## src/rtl/simd_add_pkg.sv

```systemverilog
package simd_add_pkg;

    // Slice geometry: the word is built from SLICE_CNT slices of SLICE_W bits.
    localparam int SLICE_W   = 8;
    localparam int SLICE_CNT = 8;
    localparam int WORD_W    = SLICE_W * SLICE_CNT;

    // Lane mode encoding: each step up halves the lane width.
    typedef enum logic [1:0] {
        LANE_64 = 2'b00,
        LANE_32 = 2'b01,
        LANE_16 = 2'b10,
        LANE_8  = 2'b11
    } lane_mode_e;

endpackage

```

## src/rtl/simd_carry_cut.sv

```systemverilog
module simd_carry_cut
    import simd_add_pkg::*;
#(
    parameter int SLICES = SLICE_CNT
) (
    input  lane_mode_e          mode,
    output logic [SLICES-2:0]   cut
);

    // Number of slices in one lane for the selected mode.
    int span;

    always_comb begin
        unique case (mode)
            LANE_64: span = SLICES;
            LANE_32: span = SLICES / 2;
            LANE_16: span = SLICES / 4;
            LANE_8:  span = SLICES / 8;
            default: span = SLICES;
        endcase
        // Boundary k sits above slice k; cut it when it ends a lane.
        for (int k = 0; k < SLICES - 1; k++) begin
            cut[k] = (((k + 1) & (span - 1)) == 0);
        end
    end

endmodule

```

## src/rtl/simd_add_slice.sv

```systemverilog
module simd_add_slice #(
    parameter int W = 8
) (
    input  logic [W-1:0] a,
    input  logic [W-1:0] b,
    input  logic         cin,
    output logic [W-1:0] sum,
    output logic         cout
);

    logic [W:0] full;

    assign full = {1'b0, a} + {1'b0, b} + {{W{1'b0}}, cin};
    assign sum  = full[W-1:0];
    assign cout = full[W];

endmodule

```

## src/rtl/simd_partitioned_sum.sv

```systemverilog
module simd_partitioned_sum
    import simd_add_pkg::*;
#(
    parameter int SW = SLICE_W,
    parameter int SN = SLICE_CNT,
    localparam int DW = SW * SN
) (
    input  logic [DW-1:0] a,
    input  logic [DW-1:0] b,
    input  logic [SN-2:0] cut,
    output logic [DW-1:0] sum
);

    logic [SN-1:0] cin;
    logic [SN-2:0] cout;

    assign cin[0] = 1'b0;

    for (genvar k = 0; k < SN; k++) begin : g_slice
        if (k < SN - 1) begin : g_mid
            simd_add_slice #(.W(SW)) u_slice (
                .a    (a[k*SW +: SW]),
                .b    (b[k*SW +: SW]),
                .cin  (cin[k]),
                .sum  (sum[k*SW +: SW]),
                .cout (cout[k])
            );
            // A lane boundary kills the carry into the next slice.
            assign cin[k+1] = cout[k] & ~cut[k];
        end else begin : g_top
            // Top slice: its carry-out leaves the word and is dropped.
            assign sum[k*SW +: SW] = a[k*SW +: SW] + b[k*SW +: SW] + {{(SW-1){1'b0}}, cin[k]};
        end
    end

endmodule

```

## src/rtl/simd_lane_adder.sv

```systemverilog
module simd_lane_adder
    import simd_add_pkg::*;
(
    input  logic               clk,
    input  logic               rst_n,
    input  logic               in_valid,
    input  logic [1:0]         in_mode,
    input  logic [WORD_W-1:0]  in_a,
    input  logic [WORD_W-1:0]  in_b,
    output logic               out_valid,
    output logic [WORD_W-1:0]  out_sum
);

    lane_mode_e           mode_q;
    logic [SLICE_CNT-2:0] cut;
    logic [WORD_W-1:0]    sum_d;

    assign mode_q = lane_mode_e'(in_mode);

    simd_carry_cut #(.SLICES(SLICE_CNT)) u_cut (
        .mode (mode_q),
        .cut  (cut)
    );

    simd_partitioned_sum #(.SW(SLICE_W), .SN(SLICE_CNT)) u_sum (
        .a   (in_a),
        .b   (in_b),
        .cut (cut),
        .sum (sum_d)
    );

    // Result register: captures on valid, holds otherwise.
    always_ff @(posedge clk or negedge rst_n) begin
        if (!rst_n) begin
            out_valid <= 1'b0;
            out_sum   <= '0;
        end else begin
            out_valid <= in_valid;
            if (in_valid) begin
                out_sum <= sum_d;
            end
        end
    end

    assert_valid_follows_R6: assert property (@(posedge clk) disable iff (!rst_n)
        in_valid |=> out_valid);

    assert_idle_quiet_R7: assert property (@(posedge clk) disable iff (!rst_n)
        !in_valid |=> (!out_valid && $stable(out_sum)));

    assert_scalar_sum_R1: assert property (@(posedge clk) disable iff (!rst_n)
        (in_valid && in_mode == 2'b00) |=> (out_sum == $past(in_a + in_b)));

    assert_upper_half_cut_R2: assert property (@(posedge clk) disable iff (!rst_n)
        (in_valid && in_mode == 2'b01) |=>
            (out_sum[63:32] == $past(32'(in_a[63:32] + in_b[63:32]))));

    assert_byte_lane_R4: assert property (@(posedge clk) disable iff (!rst_n)
        (in_valid && in_mode == 2'b11) |=>
            (out_sum[15:8] == $past(8'(in_a[15:8] + in_b[15:8]))));

endmodule

```

## config.mk

```make
export PLATFORM = sky130hd
export DESIGN_NAME = simd_lane_adder
export DESIGN_NICKNAME = d
export VERILOG_FILES = /design/src/rtl/simd_add_pkg.sv /design/src/rtl/simd_carry_cut.sv /design/src/rtl/simd_add_slice.sv /design/src/rtl/simd_partitioned_sum.sv /design/src/rtl/simd_lane_adder.sv
export SDC_FILE = /design/constraint.sdc
export NUM_CORES = 1
export LEC_CHECK = 0
export BUFFER_PORTS_ARGS = -buffer_cell sky130_fd_sc_hd__buf_2
export CAP_MARGIN = 20
export CORE_AREA = 3 3 115 117
export CTS_BUF_LIST = sky130_fd_sc_hd__clkbuf_4 sky130_fd_sc_hd__clkbuf_8
export CTS_CLUSTER_DIAMETER = 120
export DETAILED_ROUTE_END_ITERATION = 8
export DIE_AREA = 0 0 118 120
export GPL_ROUTABILITY_DRIVEN = 0
export HOLD_SLACK_MARGIN = 0.12
export PLACE_DENSITY = 0.65
export RECOVER_POWER = 25
export SKIP_CTS_REPAIR_TIMING = 1
export SYNTH_ARGS = -nofsm -noshare
export SYNTH_HDL_FRONTEND = slang
export SYNTH_SLANG_ARGS = --single-unit
```

## constraint.sdc

```tcl
create_clock -name clk -period 0.9 [get_ports clk]
set_input_delay 0.09 -clock clk [delete_from_list [all_inputs] [get_ports clk]]
set_output_delay 0.09 -clock clk [all_outputs]
set_load 0.005 [all_outputs]
```

==> reports/metrics.cfg <==
[sta]
worstMarginPinSlew_ps=648
clock.fmax_mhz=83.1
period_needed_ps=12040
final_hold_viol_count=0
finClkSkew_ps=0
rsz0062_at_grt=true
fin_crit_sh_pct=1340
max_slew_margin_pct=56.8
fin_setup_tns_ps=-350970
slew_violations=0
worst_slack_ps=-11140
setup_viol=126

[critical_path]
required_ps=1150
cp-end-kind=register
startpoint_type=input port
crit_fanout=3
crit_arrival_ps=12290
ff2ff_path_depth=3
path_class=input port to register
cp_common_cell=fa_2
worst-path-stages=49
crit_buf_inv=1
cp_slowest_cell=a2111o_1
crit_family=compound AO/OA/AOI/OAI gates
slowest_delay_ps=410

[drt]
drc=0
viasPerCell=5.13
drtAntennaViolNets=0
wl_met1_um=6570
dr_wl_met2_um=8220
vias=5233
routed_wl_um=16100
met3_wirelength_um=860
avgRoutedWirePerCell_um=15.7
firstDrtPassIters=5
drt_iter0_markers=260
routed.top_layer=met4

[worst_hold_path]
whs_path_depth=3
hold_class=input port to register

[yosys]
yosys_register_bits=65
yosys.area.top_type=dfrtp_1
syn_inst=469
synth_area_leaders=dfrtp_1 33%, ha_1 14%, mux2_2 7.2%
ys_warn_count=0
seq_area_frac_synth_pct=33.4
yosysUniqueCellTypes=42
netlist_area_sq_um=4870
synth_edf_count=0
syn_area_per_cell_sq_um=10.4
synth_top_area_share_pct=33.4
synth_top_flop_cell=dfrtp_1
synth_fp_nets=673
async_flop_share_pct=100

[die]
ios=198
dieHeight_um=120
die_area_sq_um=14200
dieWidth_um=118
rows=41
start_util_pct=39.1
core_area_sq_um=12500

[global_routing]
grt_usage_pct=20.5
grt_pass1_wl_um=23700
grt_overflow=0
grt_max_degree=66
antenna_found_initial=0
grt_pass1_vias=5162

[clocking]
cts_htree_levels=3
clk_latency_ps=360
cts_buffer_depth=2
clk_pin_slew_ps=80
cts.sinks=65
cts_tree=yes
cts_buffers=9
clockRootBuffer=clkbuf_8

[final_layout]
drive_above_1_share_pct=60.7
area_growth_pct=69.1
layout_commonest_cell=buf_2
final_cell_count_no_fill=1021
fillers=983
n_antenna_cell=0
nets=1048
final_cell_mix=192 x buf_2, 165 x buf_4, 65 x dfrtp_1
finish.utilization_pct=66.1

[placed_design]
portBuffers=197
place_inst=959
hpwl_um=11800
place_ws_ps=-11530

[run_status]
outcome=complete, but fails checks
violations=setup timing

[run]
maxCapViolCount=0

[pwr]
power_density_nw_per_um2=1450
ir_worst_vdd_mv=0.719
p_leak_nw=4.06

-- metal layers --
layer / global-route usage [%] / vias to the layer above
li1: - / 2513
met1: 24.3 / 2496
met5: 0 / -
met2: 36.9 / 188
met3: 4.19 / 36
met4: 7.40 / 0
-- cells in the mapped netlist (9+ instances only) --
library cell,instances
nor2_1,21
a211oi_1,13
nor3_1,9
fa_1,15
o21a_1,10
a21oi_1,34
o31a_1,11
o31ai_1,20
o21ai_0,10
inv_1,10
dfrtp_1,65
mux2_2,31
nand2_1,39
and3_1,10
o211ai_1,21
xnor2_1,16
ha_1,56
-- cell families (layout without fill, tap and decap cells) --
| kind of cell | count (synthesis) | count (layout) | synth area share [%] |
|---|---|---|---|
| AO/OA/AOI/OAI | 159 | 159 | 23.2 |
| adder cells (fa/ha/maj) | 71 | 71 | 20.6 |
| AND/OR/NAND/NOR | 97 | 97 | 9.25 |
| multiplexers | 31 | 31 | 7.17 |
| flip-flops | 65 | 65 | 33.4 |
| buffers and inverters | 22 | 402 | 2.08 |
| XOR/XNOR | 24 | 24 | 4.32 |
-- tightest hold or removal path: stages --
cell    delay [ps]
buf_6           80
ha_4           110
mux2_2         130
-- flip-flops by register name, indices dropped and copies added (netlist names) --
register / count
out_sum: 64
out_valid: 1
-- final cells by class --
type | instances | area (sq um) | area share (%)
Clock buffer | 15 | 206 | 2.51
Clock inverter | 1 | 5.00 | 0.0608
Inverter | 11 | 41.3 | 0.501
Multi-Input combinational cell | 382 | 3710 | 45.1
Sequential cell | 65 | 1630 | 19.8
Tap cell | 172 | 215 | 2.61
Timing Repair Buffer | 375 | 2430 | 29.5
-- stage by stage --
step	area [sq um]	total power, mW	hold WS, ps
after floorplan	5050	6.03	-206
after global placement	7240	8.13	129
after detailed placement	7240	8.26	131
after CTS	7450	11.0	-271
after global routing	8240	12.7	74.8
final	8240	11.9	79.0
-- power by group --
group	internal [mW]	switching, mW	total (mW)	leakage, nW
Sequential	3.52	0.331	3.86	0.763
Clock	1.45	1.23	2.68	0.112
Combinational	3.10	2.29	5.39	3.19
Total	8.08	3.85	11.9	4.06
-- final timing paths --
| check | end | slack [ps] | startpoint |
|---|---|---|---|
| max | out_sum[62]$_DFFE_PN0P_ | -11140 | in_a[0] |
| min | out_sum[0]$_DFFE_PN0P_ | 80 | in_b[0] |
| max in group asynchronous | out_sum[24]$_DFFE_PN0P_ | 80 | rst_n |
| min reg2reg | out_sum[39]$_DFFE_PN0P_ | 490 | out_sum[39]$_DFFE_PN0P_ |
| min in group asynchronous | out_sum[51]$_DFFE_PN0P_ | 350 | rst_n |
| max reg2reg | out_sum[61]$_DFFE_PN0P_ | -10 | out_sum[61]$_DFFE_PN0P_ |
No activity file was read; power rests on OpenSTA's default activity.
